==> src/rtl/dmvc_pkg.sv <==
package dmvc_pkg;
    typedef enum logic {
        ST_IDLE = 1'b0,
        ST_FILL = 1'b1
    } dmvc_state_e;
endpackage

==> src/rtl/dmvc_lru.sv <==
module dmvc_lru #(
    parameter  int N  = 2,
    localparam int SW = $clog2(N)
) (
    input  logic          clk,
    input  logic          rst_n,
    input  logic          touch,
    input  logic [SW-1:0] touch_idx,
    output logic [SW-1:0] lru_idx
);
    logic [SW-1:0] age_q [N];
    logic [SW-1:0] age_d [N];
    logic [N-1:0]  oldest;

    always_comb begin
        for (int i = 0; i < N; i++) begin
            age_d[i] = age_q[i];
            if (touch) begin
                if (SW'(i) == touch_idx)
                    age_d[i] = '0;
                else if (age_q[i] < age_q[touch_idx])
                    age_d[i] = age_q[i] + 1'b1;
            end
        end
    end

    always_comb begin
        lru_idx = '0;
        for (int i = 0; i < N; i++) begin
            oldest[i] = (age_q[i] == SW'(N - 1));
            if (oldest[i]) lru_idx = SW'(i);
        end
    end

    always_ff @(posedge clk) begin
        for (int i = 0; i < N; i++) begin
            if (!rst_n) age_q[i] <= SW'(i);
            else        age_q[i] <= age_d[i];
        end
    end

    // the recency ages always form a permutation with one oldest slot
    a_r5_single_oldest: assert property (@(posedge clk) disable iff (!rst_n)
        $countones(oldest) == 1);
    // a touched slot is no longer the replacement candidate
    a_r5_touch_mru: assert property (@(posedge clk) disable iff (!rst_n)
        touch |=> lru_idx != $past(touch_idx));
endmodule

==> src/rtl/dmvc_vbuf.sv <==
module dmvc_vbuf #(
    parameter  int N      = 2,
    parameter  int ADDR_W = 10,
    parameter  int DATA_W = 32,
    localparam int SW     = $clog2(N)
) (
    input  logic              clk,
    input  logic              rst_n,
    input  logic [ADDR_W-1:0] look_addr,
    output logic              hit,
    output logic              hit_dirty,
    output logic [DATA_W-1:0] hit_data,
    input  logic              put_en,
    input  logic              put_swap,
    input  logic              put_valid,
    input  logic              put_dirty,
    input  logic [ADDR_W-1:0] put_addr,
    input  logic [DATA_W-1:0] put_data,
    output logic              lru_valid,
    output logic              lru_dirty,
    output logic [ADDR_W-1:0] lru_addr,
    output logic [DATA_W-1:0] lru_data
);
    logic              val_q [N], val_d [N];
    logic              drt_q [N], drt_d [N];
    logic [ADDR_W-1:0] adr_q [N], adr_d [N];
    logic [DATA_W-1:0] dat_q [N], dat_d [N];
    logic [N-1:0]      match;
    logic [SW-1:0]     hit_slot;
    logic [SW-1:0]     lru_idx;
    logic [SW-1:0]     put_slot;

    dmvc_lru #(.N(N)) u_lru (
        .clk      (clk),
        .rst_n    (rst_n),
        .touch    (put_en && !put_swap),
        .touch_idx(lru_idx),
        .lru_idx  (lru_idx)
    );

    always_comb begin
        hit_slot = '0;
        for (int i = 0; i < N; i++) begin
            match[i] = val_q[i] && (adr_q[i] == look_addr);
            if (match[i]) hit_slot = SW'(i);
        end
        hit       = |match;
        hit_dirty = drt_q[hit_slot];
        hit_data  = dat_q[hit_slot];
        lru_valid = val_q[lru_idx];
        lru_dirty = drt_q[lru_idx];
        lru_addr  = adr_q[lru_idx];
        lru_data  = dat_q[lru_idx];
        put_slot  = put_swap ? hit_slot : lru_idx;
    end

    always_comb begin
        for (int i = 0; i < N; i++) begin
            val_d[i] = val_q[i];
            drt_d[i] = drt_q[i];
            adr_d[i] = adr_q[i];
            dat_d[i] = dat_q[i];
            if (put_en && (SW'(i) == put_slot)) begin
                val_d[i] = put_valid;
                drt_d[i] = put_dirty;
                adr_d[i] = put_addr;
                dat_d[i] = put_data;
            end
        end
    end

    always_ff @(posedge clk) begin
        for (int i = 0; i < N; i++) begin
            if (!rst_n) begin
                val_q[i] <= 1'b0;
                drt_q[i] <= 1'b0;
                adr_q[i] <= '0;
                dat_q[i] <= '0;
            end else begin
                val_q[i] <= val_d[i];
                drt_q[i] <= drt_d[i];
                adr_q[i] <= adr_d[i];
                dat_q[i] <= dat_d[i];
            end
        end
    end

    // a block address is held in at most one slot
    a_r6_unique_entry: assert property (@(posedge clk) disable iff (!rst_n)
        $countones(match) <= 1);
    // a swap only happens on a lookup that hit
    a_r6_swap_on_hit: assert property (@(posedge clk) disable iff (!rst_n)
        put_en && put_swap |-> hit);
    // a swap leaves the replacement candidate where it was
    a_r7_swap_keeps_lru: assert property (@(posedge clk) disable iff (!rst_n)
        put_en && put_swap |=> $stable(lru_idx));
endmodule

==> src/rtl/dmvc_cache.sv <==
module dmvc_cache
    import dmvc_pkg::*;
#(
    parameter  int ADDR_W = 10,
    parameter  int IDX_W  = 4,
    parameter  int DATA_W = 32,
    parameter  int VB_N   = 2,
    localparam int SETS   = 1 << IDX_W,
    localparam int TAG_W  = ADDR_W - IDX_W
) (
    input  logic              clk,
    input  logic              rst_n,
    input  logic              req_valid,
    output logic              req_ready,
    input  logic              req_write,
    input  logic [ADDR_W-1:0] req_addr,
    input  logic [DATA_W-1:0] req_wdata,
    output logic              resp_valid,
    output logic [DATA_W-1:0] resp_rdata,
    output logic              resp_main_hit,
    output logic              resp_victim_hit,
    output logic              resp_mem_fill,
    output logic              mem_rd_req,
    output logic [ADDR_W-1:0] mem_rd_addr,
    input  logic              mem_rd_valid,
    input  logic [DATA_W-1:0] mem_rd_data,
    output logic              mem_wr_valid,
    output logic [ADDR_W-1:0] mem_wr_addr,
    output logic [DATA_W-1:0] mem_wr_data
);
    typedef struct packed {
        dmvc_state_e       st;
        logic [ADDR_W-1:0] p_addr;
        logic              p_write;
        logic [DATA_W-1:0] p_wdata;
        logic              rsp_v;
        logic [DATA_W-1:0] rsp_data;
        logic              k_main;
        logic              k_vic;
        logic              k_fill;
        logic              rd_req;
        logic              wr_v;
        logic [ADDR_W-1:0] wr_addr;
        logic [DATA_W-1:0] wr_data;
    } ctl_t;

    ctl_t s_q, s_d;
    logic             lv_q [SETS], lv_d [SETS];
    logic             ld_q [SETS], ld_d [SETS];
    logic [TAG_W-1:0] lt_q [SETS], lt_d [SETS];
    logic [DATA_W-1:0] lx_q [SETS], lx_d [SETS];

    logic [IDX_W-1:0]  r_idx, f_idx;
    logic [TAG_W-1:0]  r_tag, f_tag;
    logic              main_hit;
    logic [ADDR_W-1:0] look_addr;
    logic              vb_hit, vb_hit_dirty;
    logic [DATA_W-1:0] vb_hit_data;
    logic              put_en, put_swap, put_valid, put_dirty;
    logic [ADDR_W-1:0] put_addr;
    logic [DATA_W-1:0] put_data;
    logic              lru_valid, lru_dirty;
    logic [ADDR_W-1:0] lru_addr;
    logic [DATA_W-1:0] lru_data;

    assign r_idx    = req_addr[IDX_W-1:0];
    assign r_tag    = req_addr[ADDR_W-1:IDX_W];
    assign f_idx    = s_q.p_addr[IDX_W-1:0];
    assign f_tag    = s_q.p_addr[ADDR_W-1:IDX_W];
    assign main_hit = lv_q[r_idx] && (lt_q[r_idx] == r_tag);

    dmvc_vbuf #(.N(VB_N), .ADDR_W(ADDR_W), .DATA_W(DATA_W)) u_vbuf (
        .clk       (clk),
        .rst_n     (rst_n),
        .look_addr (look_addr),
        .hit       (vb_hit),
        .hit_dirty (vb_hit_dirty),
        .hit_data  (vb_hit_data),
        .put_en    (put_en),
        .put_swap  (put_swap),
        .put_valid (put_valid),
        .put_dirty (put_dirty),
        .put_addr  (put_addr),
        .put_data  (put_data),
        .lru_valid (lru_valid),
        .lru_dirty (lru_dirty),
        .lru_addr  (lru_addr),
        .lru_data  (lru_data)
    );

    always_comb begin
        s_d = s_q;
        for (int i = 0; i < SETS; i++) begin
            lv_d[i] = lv_q[i];
            ld_d[i] = ld_q[i];
            lt_d[i] = lt_q[i];
            lx_d[i] = lx_q[i];
        end
        s_d.rsp_v  = 1'b0;
        s_d.k_main = 1'b0;
        s_d.k_vic  = 1'b0;
        s_d.k_fill = 1'b0;
        s_d.rd_req = 1'b0;
        s_d.wr_v   = 1'b0;
        put_en     = 1'b0;
        put_swap   = 1'b0;
        put_valid  = 1'b0;
        put_dirty  = 1'b0;
        put_addr   = '0;
        put_data   = '0;
        look_addr  = req_addr;
        case (s_q.st)
            ST_IDLE: if (req_valid) begin
                if (main_hit) begin
                    if (req_write) begin
                        lx_d[r_idx] = req_wdata;
                        ld_d[r_idx] = 1'b1;
                    end
                    s_d.rsp_v    = 1'b1;
                    s_d.k_main   = 1'b1;
                    s_d.rsp_data = req_write ? req_wdata : lx_q[r_idx];
                end else if (vb_hit) begin
                    put_en    = 1'b1;
                    put_swap  = 1'b1;
                    put_valid = lv_q[r_idx];
                    put_dirty = ld_q[r_idx];
                    put_addr  = {lt_q[r_idx], r_idx};
                    put_data  = lx_q[r_idx];
                    lv_d[r_idx] = 1'b1;
                    lt_d[r_idx] = r_tag;
                    ld_d[r_idx] = vb_hit_dirty || req_write;
                    lx_d[r_idx] = req_write ? req_wdata : vb_hit_data;
                    s_d.rsp_v    = 1'b1;
                    s_d.k_vic    = 1'b1;
                    s_d.rsp_data = req_write ? req_wdata : vb_hit_data;
                end else begin
                    s_d.st      = ST_FILL;
                    s_d.p_addr  = req_addr;
                    s_d.p_write = req_write;
                    s_d.p_wdata = req_wdata;
                    s_d.rd_req  = 1'b1;
                end
            end
            ST_FILL: begin
                look_addr = s_q.p_addr;
                if (mem_rd_valid) begin
                    if (lv_q[f_idx]) begin
                        put_en    = 1'b1;
                        put_valid = 1'b1;
                        put_dirty = ld_q[f_idx];
                        put_addr  = {lt_q[f_idx], f_idx};
                        put_data  = lx_q[f_idx];
                        if (lru_valid && lru_dirty) begin
                            s_d.wr_v    = 1'b1;
                            s_d.wr_addr = lru_addr;
                            s_d.wr_data = lru_data;
                        end
                    end
                    lv_d[f_idx] = 1'b1;
                    lt_d[f_idx] = f_tag;
                    ld_d[f_idx] = s_q.p_write;
                    lx_d[f_idx] = s_q.p_write ? s_q.p_wdata : mem_rd_data;
                    s_d.rsp_v    = 1'b1;
                    s_d.k_fill   = 1'b1;
                    s_d.rsp_data = s_q.p_write ? s_q.p_wdata : mem_rd_data;
                    s_d.st       = ST_IDLE;
                end
            end
            default: s_d.st = ST_IDLE;
        endcase
    end

    always_ff @(posedge clk) begin
        if (!rst_n) begin
            s_q <= '0;
            for (int i = 0; i < SETS; i++) begin
                lv_q[i] <= 1'b0;
                ld_q[i] <= 1'b0;
                lt_q[i] <= '0;
                lx_q[i] <= '0;
            end
        end else begin
            s_q <= s_d;
            for (int i = 0; i < SETS; i++) begin
                lv_q[i] <= lv_d[i];
                ld_q[i] <= ld_d[i];
                lt_q[i] <= lt_d[i];
                lx_q[i] <= lx_d[i];
            end
        end
    end

    assign req_ready       = (s_q.st == ST_IDLE);
    assign resp_valid      = s_q.rsp_v;
    assign resp_rdata      = s_q.rsp_data;
    assign resp_main_hit   = s_q.k_main;
    assign resp_victim_hit = s_q.k_vic;
    assign resp_mem_fill   = s_q.k_fill;
    assign mem_rd_req      = s_q.rd_req;
    assign mem_rd_addr     = s_q.p_addr;
    assign mem_wr_valid    = s_q.wr_v;
    assign mem_wr_addr     = s_q.wr_addr;
    assign mem_wr_data     = s_q.wr_data;

    // each response names exactly one source
    a_r11_one_flag: assert property (@(posedge clk) disable iff (!rst_n)
        resp_valid |-> $onehot({resp_main_hit, resp_victim_hit, resp_mem_fill}));
    // the memory read is a single pulse while requests are held off
    a_r3_rd_pulse: assert property (@(posedge clk) disable iff (!rst_n)
        mem_rd_req |=> !mem_rd_req);
    a_r3_busy: assert property (@(posedge clk) disable iff (!rst_n)
        mem_rd_req |-> !req_ready);
    // write-backs only accompany a fill response
    a_r8_wb_with_fill: assert property (@(posedge clk) disable iff (!rst_n)
        mem_wr_valid |-> resp_valid && resp_mem_fill);
    // a victim hit or main hit never starts a memory read
    a_r6_no_read_on_hit: assert property (@(posedge clk) disable iff (!rst_n)
        resp_valid && !resp_mem_fill |-> !mem_rd_req);
endmodule

==> config.mk <==
export PLATFORM = sky130hd
export DESIGN_NAME = dmvc_cache
export DESIGN_NICKNAME = d
export VERILOG_FILES = /design/src/rtl/dmvc_pkg.sv /design/src/rtl/dmvc_lru.sv /design/src/rtl/dmvc_vbuf.sv /design/src/rtl/dmvc_cache.sv
export SDC_FILE = /design/constraint.sdc
export NUM_CORES = 2
export LEC_CHECK = 0
export CAP_MARGIN = 20
export CORE_UTILIZATION = 26
export DETAILED_ROUTE_END_ITERATION = 10
export PLACE_DENSITY_LB_ADDON = 0.08
export SYNTH_ARGS = -nofsm -noshare
export SYNTH_HDL_FRONTEND = slang
export SYNTH_SLANG_ARGS = --single-unit
==> constraint.sdc <==
create_clock -name clk -period 5.12 [get_ports clk]
set_input_delay 0.512 -clock clk [delete_from_list [all_inputs] [get_ports clk]]
set_output_delay 0.512 -clock clk [all_outputs]
set_load 0.02 [all_outputs]
==> metrics <==
Mapped Cells 4901; gr ovfl total 0; DRC Markers 0; async set-reset flop share out of synthesis 0; critical path peak fanout 28; Critical Path Most Common Cell buf_4; IO Count 170; row count 158; CP top delay family simple AND/OR/NAND/NOR gates; die height 434 microns; CP endpoint kind flip-flop; Area growth, synth to finish 15.0%; CTS tree built; vias in the first global route 42200; PortBufs 169; H-tree levels 3; post-DP HPWL 160000 microns; die footprint 0.188 sq mm; # nets final 4737; CTS Buf Count 108; # setup viols final 0; worst hold path startpoint rst_n; largest net degree at the start of global routing 189; CP max-delay cell dfxtp_4; Synth Area in Compound Gates 0.261; DR vias/cell 6.11; count leader, synth dfxtp_1; number of DRC markers in iteration 0 5088; Setup crit start kind flip-flop; largest family of logic cells by synthesized area compound AO/OA/AOI/OAI gates; first-pass GRT wire length 363000 microns; Reg clk slew, reported paths 60 ps; Synth Area in XOR/XNOR 0.00470; pwr dens 300 mW/mm^2; top-area cell type share of the netlist area 0.319; syn avg cell area 9.90 sq um; die width 434 microns; Slew @ Worst Pin 1200 ps; TritonRoute pass-1 iters 8; Post-Synthesis Cell Area 0.0485 sq mm; launch point of the worst path s_q[123]; WP data arrival 5260 ps; Post-DP Area 0.0523 sq mm; Slew Limit Fails 0; post-route ant nets 0; worst-case clock buffer depth 3; top_reg_cell synth dfxtp_1; number of flops mapped to enable cells by yosys 84; Synth Register Bits 858; layout cell share with drive strength beyond 1 0.203; Hold Path Class in -> reg; Clock Skews 51.5 ps; initial antenna violation count 17; CORE AREA 0.185 sq mm; P_leak 18.3 nW; via count 44200; WL/cell 36.5 microns; Syn Nets 4980; Min Clock Period, post-route 4570 ps; simple-gate area share of the yosys netlist 0.0506; Hold Violations, Final 0; Resized Gates After CTS 0; final WL 264000 microns; GRT Resource Usage Total 0.274; cts hold-fix bufs 0; Clock Sinks 858; routability cong. 0.851; setup bufs post-CTS 0; max cap viols 0; post-synthesis mux area share 0.241; WP buf/inv 2; fin crit share 0.893; Post-Synth Adder-Cell Area 0; CP max stage delay 660 ps; top post-synthesis cells by area dfxtp_1 (32%), mux4_2 (18%), edfxtp_1 (5.2%); Max VDD drop 0.315 mV; status finished clean; Unique masters post-synth 70; r2r startpoint s_q[123]; Fillers 19200; Synth area leader dfxtp_1; register area share after synthesis 0.371; Starting Density 0.262; critical path class reg -> reg; Post-synth top cells dfxtp_1 (774), o21ai_0 (473), a21oi_1 (464); Slew headroom 0.202; RSZ-0062 raised after global routing no; design area 0.0558 sq mm; Root Buffer clkbuf_16; CP required 5810 ps; post-route setup TNS 0 ps; Achievable Freq 219 MHz; YS warnings 0; cells along the critical path mux2i_1, buf_4, xor2_1, nand3_1, or3_2, nand2_1, o311ai_4, and2_2, a21oi_4, buf_4, o221a_1; worst skew pair latency 770 ps
## stage by stage
| step | utilization | hold slack, ps | setup WS [ps] | cells | power, mW |
|---|---|---|---|---|---|
| floorplan | - | 441 | 871 | 4901 | 8.28 |
| global placement | 0.282 | 458 | 377 | 7027 | 9.16 |
| detailed placement | 0.282 | 462 | 377 | 7028 | 9.15 |
| CTS | 0.301 | 120 | 663 | 7227 | 16.8 |
| global route | 0.301 | 168 | 465 | 7231 | 17.2 |
| finish | 0.301 | 144 | 550 | 7234 | 16.8 |
## power breakdown
| part | switching (mW) | internal [mW] | total, mW |
|---|---|---|---|
| clock network | 3.38 | 4.32 | 7.70 |
| registers | 0.122 | 6.89 | 7.01 |
| logic | 1.42 | 0.629 | 2.04 |
## layout by cell type, fill, tap and decap left out, types with 110 or more instances in the layout
cell and n:
a21oi_1 463, clkdlybuf4s50_1 163, mux2i_1 163, clkbuf_16 110
a22oi_1 246, nand2_1 143, o21ai_0 473, mux4_2 381
mux2_2 113, buf_4 169, a211oi_1 138, dfxtp_1 767
o22ai_1 268, nor2_1 267
## worst reg2reg max path, cell delays in order (launching register included)
cell and delay [ps]:
dfxtp_4 660, mux2i_1 440, buf_4 200, xor2_1 150, nand3_1 110, or3_2 580
nand2_1 270, o311ai_4 340, and2_2 350, a21oi_4 560, buf_4 580, o221a_1 270
## worst paths after layout
check | end | slack (ps) | cells after the start
worst min-delay path | u_vbuf.u_lru.age_q[1] | 140 | 2
worst max-delay path | lx_q[7][26] | 550 | 11
worst max register to register | lx_q[7][26] | 550 | 11
worst min register to register | lt_q[6][1] | 480 | 2
## routing by layer
layer	wire (microns)	vias up	GRT usage	part of all wire
met3	25700	396	0.0800	0.097
li1	-	18500	-	-
met2	111000	2283	0.396	0.42
met5	31	-	0.00546	0.00012
met4	7420	4	0.0793	0.028
met1	119000	22900	0.388	0.45
## registers in the layout, indices dropped and copies added, names as in the netlist, named ones only
name	cells
mem_wr_valid	1
mem_rd_addr	10
lx_q	512
mem_rd_req	1
u_vbuf.u_lru.age_q	2
u_vbuf.dat_q	64
resp_mem_fill	1
lv_q	16
resp_valid	1
lt_q	96
resp_victim_hit	1
resp_rdata	32
u_vbuf.adr_q	20
mem_wr_addr	10
mem_wr_data	32
ld_q	16
u_vbuf.val_q	2
s_q	34
resp_main_hit	1
u_vbuf.drt_q	2
## cell families after synthesis
kind of cell | after synthesis
AOI/OAI and AO/OA | 1987
DFF | 858
buffers and inverters | 786
muxes | 670
and+or+nand+nor | 574
xor gates and xnor gates | 26
## layout make-up
cell class,count,area (sq um),share of cell area
antenna,7,17.5,0.000314
clock buffer,165,3150,0.0565
clock inverter,34,290,0.00520
inverter,61,239,0.00428
multi-input combinational,3257,27300,0.489
sequential,858,18000,0.323
tap,2480,3100,0.0556
timing repair buffer,372,3670,0.0658
(Power assumes the default switching activity.)
